`config.mk`:
```
export PLATFORM = sky130hd
export DESIGN_NAME = toggle_poll_ctrl
export DESIGN_NICKNAME = d
export VERILOG_FILES = /design/src/rtl/tpc_pkg.sv /design/src/rtl/tpc_sample.sv /design/src/rtl/tpc_fsm.sv /design/src/rtl/toggle_poll_ctrl.sv
export SDC_FILE = /design/constraint.sdc
export NUM_CORES = 1
export LEC_CHECK = 0
export CORE_MARGIN = 2
export CORE_UTILIZATION = 37
export CTS_BUF_LIST = sky130_fd_sc_hd__clkbuf_16
export CTS_CLUSTER_DIAMETER = 60
export CTS_CLUSTER_SIZE = 10
export DETAILED_ROUTE_END_ITERATION = 10
export PLACE_DENSITY = 0.8
export SETUP_SLACK_MARGIN = 0.02
export SYNTH_ARGS = -nofsm -noshare
export SYNTH_HDL_FRONTEND = slang
export SYNTH_HIERARCHICAL = 1
export SYNTH_SLANG_ARGS = --single-unit
export TNS_END_PERCENT = 5
```
`constraint.sdc`:
```
create_clock -name clk -period 2 [get_ports clk]
set_input_delay 0.6 -clock clk [delete_from_list [all_inputs] [get_ports clk]]
set_output_delay 0.6 -clock clk [all_outputs]
set_load 0.005 [all_outputs]
```
`src/rtl/tpc_pkg.sv`:
```
package tpc_pkg;

  typedef enum logic [1:0] {
    ST_IDLE   = 2'd0,
    ST_RD_A   = 2'd1,
    ST_RD_B   = 2'd2,
    ST_RST_WR = 2'd3
  } tpc_state_e;

  typedef enum logic [1:0] {
    VD_DONE    = 2'd0,
    VD_REPOLL  = 2'd1,
    VD_CONFIRM = 2'd2,
    VD_FAIL    = 2'd3
  } tpc_verdict_e;

  // Decide the outcome of a read pair from the two toggle samples, the
  // time-limit bit of the latest read and whether this was a confirming pair.
  function automatic tpc_verdict_e judge_pair(input logic first_t,
                                              input logic second_t,
                                              input logic limit_hi,
                                              input logic confirming);
    tpc_verdict_e v;
    if (first_t == second_t)  v = VD_DONE;
    else if (confirming)      v = VD_FAIL;
    else if (limit_hi)        v = VD_CONFIRM;
    else                      v = VD_REPOLL;
    return v;
  endfunction

endpackage

```
`src/rtl/tpc_sample.sv`:
```
module tpc_sample #(
  parameter int unsigned DW         = 8,
  parameter int unsigned TOGGLE_SEL = 6,
  parameter int unsigned LIMIT_SEL  = 5
) (
  input  logic          clk,
  input  logic          rst_n,
  input  logic          clear,
  input  logic          cap_first,
  input  logic          cap_second,
  input  logic [DW-1:0] rd_data,
  output logic          first_bit,
  output logic          first_valid,
  output logic          cur_bit,
  output logic          cur_limit
);
  localparam int unsigned IW = (DW > 1) ? $clog2(DW) : 1;
  localparam logic [IW-1:0] LIM_IDX = IW'(LIMIT_SEL);

  generate
    if (TOGGLE_SEL == 2) begin : gen_sel_sector
      assign cur_bit = rd_data[2];
    end else begin : gen_sel_device
      assign cur_bit = rd_data[6];
    end
  endgenerate

  assign cur_limit = rd_data[LIM_IDX];

  always_ff @(posedge clk) begin
    if (!rst_n || clear) begin
      first_bit   <= 1'b0;
      first_valid <= 1'b0;
    end else if (cap_first) begin
      first_bit   <= cur_bit;
      first_valid <= 1'b1;
    end else if (cap_second) begin
      first_valid <= 1'b0;
    end
  end

  AST_PAIR_ORDER: assert property (@(posedge clk) disable iff (!rst_n)
    cap_second |-> first_valid) else $error("second read without first");
  AST_NO_DOUBLE_FIRST: assert property (@(posedge clk) disable iff (!rst_n)
    cap_first |-> !first_valid) else $error("first read captured twice");

endmodule

```
`src/rtl/tpc_fsm.sv`:
```
module tpc_fsm
  import tpc_pkg::*;
(
  input  logic         clk,
  input  logic         rst_n,
  input  logic         start,
  input  logic         abort,
  input  logic         rd_ack,
  input  logic         wr_ack,
  input  tpc_verdict_e verdict,
  output logic         rd_req,
  output logic         wr_req,
  output logic         busy,
  output logic         done,
  output logic         fail,
  output logic         confirming,
  output logic         cap_first,
  output logic         cap_second,
  output logic         clear
);
  tpc_state_e state, state_nx;
  logic       conf_nx, done_nx, fail_nx;

  assign rd_req = (state == ST_RD_A) || (state == ST_RD_B);
  assign wr_req = (state == ST_RST_WR);
  assign busy   = (state != ST_IDLE);

  always_comb begin
    state_nx   = state;
    conf_nx    = confirming;
    done_nx    = 1'b0;
    fail_nx    = 1'b0;
    cap_first  = 1'b0;
    cap_second = 1'b0;
    clear      = 1'b0;
    if (abort) begin
      state_nx = ST_IDLE;
      conf_nx  = 1'b0;
      clear    = 1'b1;
    end else begin
      case (state)
        ST_IDLE: begin
          conf_nx = 1'b0;
          if (start) state_nx = ST_RD_A;
        end
        ST_RD_A: if (rd_ack) begin
          cap_first = 1'b1;
          state_nx  = ST_RD_B;
        end
        ST_RD_B: if (rd_ack) begin
          cap_second = 1'b1;
          case (verdict)
            VD_DONE:    begin state_nx = ST_IDLE;   done_nx = 1'b1; conf_nx = 1'b0; end
            VD_CONFIRM: begin state_nx = ST_RD_A;   conf_nx = 1'b1; end
            VD_FAIL:    begin state_nx = ST_RST_WR; conf_nx = 1'b0; end
            default:          state_nx = ST_RD_A;
          endcase
        end
        ST_RST_WR: if (wr_ack) begin
          state_nx = ST_IDLE;
          fail_nx  = 1'b1;
        end
        default: state_nx = ST_IDLE;
      endcase
    end
  end

  always_ff @(posedge clk) begin
    if (!rst_n) begin
      state      <= ST_IDLE;
      confirming <= 1'b0;
      done       <= 1'b0;
      fail       <= 1'b0;
    end else begin
      state      <= state_nx;
      confirming <= conf_nx;
      done       <= done_nx;
      fail       <= fail_nx;
    end
  end

  AST_RD_HOLD: assert property (@(posedge clk) disable iff (!rst_n)
    rd_req && !rd_ack && !abort |=> rd_req) else $error("read request dropped");
  AST_START_REQ: assert property (@(posedge clk) disable iff (!rst_n)
    !busy && start && !abort |=> rd_req) else $error("start ignored");
  AST_DONE_SRC: assert property (@(posedge clk) disable iff (!rst_n)
    done |-> $past(rd_req && rd_ack) && !busy) else $error("done without read");
  AST_WR_HOLD: assert property (@(posedge clk) disable iff (!rst_n)
    wr_req && !wr_ack && !abort |=> wr_req) else $error("write request dropped");
  AST_BUS_EXCL: assert property (@(posedge clk) disable iff (!rst_n)
    !(rd_req && wr_req)) else $error("read and write together");
  AST_FAIL_SRC: assert property (@(posedge clk) disable iff (!rst_n)
    fail |-> $past(wr_req && wr_ack)) else $error("fail without write");
  AST_PULSE_EXCL: assert property (@(posedge clk) disable iff (!rst_n)
    !(done && fail)) else $error("done and fail together");
  AST_DONE_ONE: assert property (@(posedge clk) disable iff (!rst_n)
    done |=> !done) else $error("done longer than a cycle");
  AST_ABORT_IDLE: assert property (@(posedge clk) disable iff (!rst_n)
    abort |=> !busy && !rd_req && !wr_req && !confirming) else $error("abort not honoured");

endmodule

```
`src/rtl/toggle_poll_ctrl.sv`:
```
module toggle_poll_ctrl
  import tpc_pkg::*;
#(
  parameter int unsigned   DW         = 8,
  parameter int unsigned   AW         = 16,
  parameter int unsigned   TOGGLE_SEL = 6,
  parameter int unsigned   LIMIT_SEL  = 5,
  parameter logic [AW-1:0] RESET_ADDR = '0,
  parameter logic [DW-1:0] RESET_CMD  = 8'hF0
) (
  input  logic          clk,
  input  logic          rst_n,
  input  logic          start,
  input  logic          abort,
  output logic          rd_req,
  input  logic          rd_ack,
  input  logic [DW-1:0] rd_data,
  output logic          wr_req,
  input  logic          wr_ack,
  output logic [AW-1:0] wr_addr,
  output logic [DW-1:0] wr_data,
  output logic          busy,
  output logic          done,
  output logic          fail
);
  logic         first_bit, first_valid, cur_bit, cur_limit;
  logic         confirming, cap_first, cap_second, clear;
  tpc_verdict_e verdict;

  tpc_sample #(.DW(DW), .TOGGLE_SEL(TOGGLE_SEL), .LIMIT_SEL(LIMIT_SEL)) u_sample (
    .clk(clk), .rst_n(rst_n), .clear(clear),
    .cap_first(cap_first), .cap_second(cap_second), .rd_data(rd_data),
    .first_bit(first_bit), .first_valid(first_valid),
    .cur_bit(cur_bit), .cur_limit(cur_limit)
  );

  assign verdict = judge_pair(first_bit, cur_bit, cur_limit, confirming);

  tpc_fsm u_fsm (
    .clk(clk), .rst_n(rst_n), .start(start), .abort(abort),
    .rd_ack(rd_ack), .wr_ack(wr_ack), .verdict(verdict),
    .rd_req(rd_req), .wr_req(wr_req), .busy(busy),
    .done(done), .fail(fail), .confirming(confirming),
    .cap_first(cap_first), .cap_second(cap_second), .clear(clear)
  );

  assign wr_addr = RESET_ADDR;
  assign wr_data = RESET_CMD;

  AST_DATA_KNOWN: assert property (@(posedge clk) disable iff (!rst_n)
    rd_req && rd_ack |-> !$isunknown(rd_data)) else $error("unknown read data");
  AST_WR_FIELDS: assert property (@(posedge clk) disable iff (!rst_n)
    $rose(wr_req) |-> $past(rd_req && rd_ack && confirming)) else $error("write without confirm");

endmodule

```
==> impl_results.rst, run 1 <==
.. list-table::
   :header-rows: 1

   * - Metric
     - Value
   * - Run status
     - complete, no violations
   * - Buffers inserted during post-CTS setup optimization
     - 0
   * - Height of the die
     - 46.73 um
   * - Sequential cell area
     - 121.4 um2
   * - Period utilisation layout
     - 90.10%
   * - Clock tree from TritonCTS
     - yes
   * - Clk Tree Root Cell
     - sky130_fd_sc_hd__clkbuf_16
   * - Number of vias in the routed layout
     - 475
   * - Critical Path RT
     - 2.15 ns
   * - Part of the power in registers
     - 22.9%
   * - Setup repair after global routing missed its margin
     - false
   * - GRT Total Usage
     - 11.70%
   * - Core area
     - 0.001727 mm2
   * - Crit path DAT
     - 1.95 ns
   * - Overflow left after global routing
     - 0
   * - Layout-stage area growth over the synthesis result
     - 20.93%
   * - Final period demand of the worst path
     - 1.802 ns
   * - Number of buffers inserted by port buffering
     - 12
   * - Post-place instance area
     - 721.9 um2
   * - First-pass GRT wire length
     - 1.773 mm
   * - CP Capture Type
     - flip-flop
   * - 1st-iter DRT viols
     - 3
   * - Final estimated routing congestion in global placement
     - 0.7809
   * - Die ar.
     - 0.002184 mm2
   * - Gate count of the mapped netlist
     - 80
   * - CTS max path bufs
     - 2
   * - Total number of clock tree sinks
     - 6
   * - Area of the mapped netlist
     - 675.6 um2
   * - Power share of the clock group
     - 58.5%
   * - Detailed-route wire length per cell
     - 10.15 um
   * - Initial antenna violation count
     - 0
   * - Pwr dens
     - 673.8 mW/mm2
   * - Via density per instance
     - 4.060
   * - HPWL Detailed
     - 870 um
   * - Detailed-router iteration count before antenna repair
     - 4
   * - Setup Crit Path Kind
     - input port to flip-flop
   * - Fraction of power spent switching nets
     - 22.21%
   * - Number of pins exceeding their max-slew limit in the final report
     - 0
   * - Relative contribution of combinational cells to total power
     - 18.6%
   * - Clock skew
     - 0.001011 ns
   * - Max rail drop VDD
     - 0.4739 mV
   * - Top achievable clock speed
     - 554.9 MHz
   * - Max H-tree Level
     - 1
   * - Final worst hold slack
     - 0.4961 ns
   * - Count of fill cells added during filler insertion
     - 173
   * - Element type at the critical path start
     - input port
   * - Post-route cell area
     - 817.0 um2
   * - Effective utilization at floorplan
     - 39.13%
   * - Number of global-route vias before repair
     - 451
   * - Clock transition at the registers of the reported paths
     - 0.03 ns
   * - Total inserted antenna cells
     - 0
   * - Count of pins on the block boundary
     - 43
   * - Inserted Clock Buffers
     - 3
   * - Leakage power
     - 0.4099 nW
   * - Post-synthesis area per instance
     - 8.446 um2
   * - Setup slack on the worst flop-to-flop path
     - 0.66 ns
   * - Hold Path Class
     - flip-flop to flip-flop
   * - Number of rows created at floorplan
     - 15
   * - Highest net fanout along the worst path
     - 3
   * - Synth warnings
     - 6
   * - Net switching power figure
     - 0.0001223 W
   * - Die X
     - 46.73 um
   * - Total area of multi-input combinational cells
     - 421.7 um2
   * - Residual antenna-violating net count after detailed routing
     - 0
   * - Number of max-cap violations
     - 0
   * - Total Nets Final
     - 117
   * - Insertion delay to the later sink of the worst-skew pair
     - 0.23 ns
   * - Hold buffer count at cts
     - 0
   * - Residual DRC
     - 0
   * - Largest net degree at the start of global routing
     - 6
   * - Internal power consumption
     - 0.0004283 W
   * - Layout cell share with drive strength beyond 1
     - 19.57%
   * - Final WL
     - 1.188 mm
   * - Number of endpoints with negative hold slack in the final report
     - 0
   * - Final Setup Violations
     - 0
## metal layers
| layer | GRT usage [%] | up-vias | share of wire [%] |
|---|---|---|---|
| met3 | 2.308 | 0 | 7.2 |
| met5 | 0 | - | 0 |
| li1 | - | 231 | - |
| met1 | 10.39 | 219 | 35 |
| met4 | 5.000 | 0 | 0 |
| met2 | 24.72 | 25 | 57 |
## registers in the layout (all words and copies together) (netlist names)
name and flops:
u_fsm/state 2, u_fsm/confirming 1, u_sample/first_bit 1, u_fsm/fail 1, u_fsm/done 1
## placed cells by master (no fill, tap or decap), types with 2 or more instances in the layout
cell and instances:
sky130_fd_sc_hd__dfxtp_1 5, sky130_fd_sc_hd__dlygate4sd2_1 2, sky130_fd_sc_hd__nor2_1 4, sky130_fd_sc_hd__dlymetal6s2s_1 2, sky130_fd_sc_hd__nand2b_1 4, sky130_fd_sc_hd__conb_1 24, sky130_fd_sc_hd__inv_2 2, sky130_fd_sc_hd__ha_1 8
sky130_fd_sc_hd__nand2_1 3, sky130_fd_sc_hd__clkdlybuf4s50_1 8, sky130_fd_sc_hd__inv_1 5, sky130_fd_sc_hd__clkbuf_16 3, sky130_fd_sc_hd__a31oi_1 2, sky130_fd_sc_hd__nand3_1 2, sky130_fd_sc_hd__and3b_2 2
## what timing repair did
item                       CTS  global route
setup endpoints to repair    2             4
pin swaps                    0             1
gates resized for setup      7             4
## power by group through the flow
stage | clock network (W) | logic [W] | registers [W]
6_report | 0.000322 | 0.000102 | 0.000126
4_1_cts | 0.000327 | 0.000101 | 0.000126
3_5_place_dp | 0 | 0.000102 | 0.000127
3_3_place_gp | 0 | 0.0000993 | 0.000127
2_1_floorplan | 0 | 0.0000976 | 0.000129
5_1_grt | 0.000334 | 0.000116 | 0.000126
## worst max-delay path, stage by stage
cell,delay (ns)
sky130_fd_sc_hd__clkdlybuf4s50_1,0.49
sky130_fd_sc_hd__nor2_1,0.07
sky130_fd_sc_hd__nor2_2,0.18
sky130_fd_sc_hd__inv_1,0.07
sky130_fd_sc_hd__ha_1,0.20
sky130_fd_sc_hd__inv_1,0.06
sky130_fd_sc_hd__a21oi_1,0.07
sky130_fd_sc_hd__a211oi_2,0.21
## stage by stage
stage               setup WS [ns]  power [W]  instances  setup TNS (ns)  util (%)
detailed placement        -0.1269  0.0002288        114         -0.3101     41.81
finish                     0.1980  0.0005505        117               0     47.32
global route              0.06771  0.0005762        117               0     47.32
global placement         -0.05690  0.0002260        114         -0.1154     41.81
CTS                       0.02122  0.0005539        117               0     46.45
floorplan                  0.3711  0.0002263        102               0         -
## final cells by class
class / instances / area share (%)
repair buffers: 14 / 17.30
well taps: 25 / 3.828
clock buffers: 3 / 9.188
flip-flops and latches: 6 / 14.85
multi-input cells: 62 / 51.61
inverters: 7 / 3.216
## path summary, 6_finish.rpt
check | start | end | cells past startpoint
hold / removal | u_fsm/confirming | u_fsm/confirming | 2
setup / recovery | rd_data[5] | u_fsm/state[0] | 8
setup reg to reg | u_sample/first_bit | u_fsm/state[0] | 7
hold reg to reg | u_fsm/confirming | u_fsm/confirming | 2
Power figures use the tool's default switching activity.
==> run 2: changes to the inputs <==
--- a/config.mk
+++ b/config.mk
@@ -11,6 +11,7 @@
 export CTS_CLUSTER_DIAMETER = 60
 export CTS_CLUSTER_SIZE = 10
 export DETAILED_ROUTE_END_ITERATION = 10
+export MAX_ROUTING_LAYER = met4
 export PLACE_DENSITY = 0.8
 export SETUP_SLACK_MARGIN = 0.02
 export SYNTH_ARGS = -nofsm -noshare
==> results of run 2 <==
Final layout, timing and power as in run 1 (identical DEF).
Among the figures that moved: final weighted congestion in routability-driven placement 0.7809 -> 0.7916; overall routing resource usage 11.70% -> 12.08%
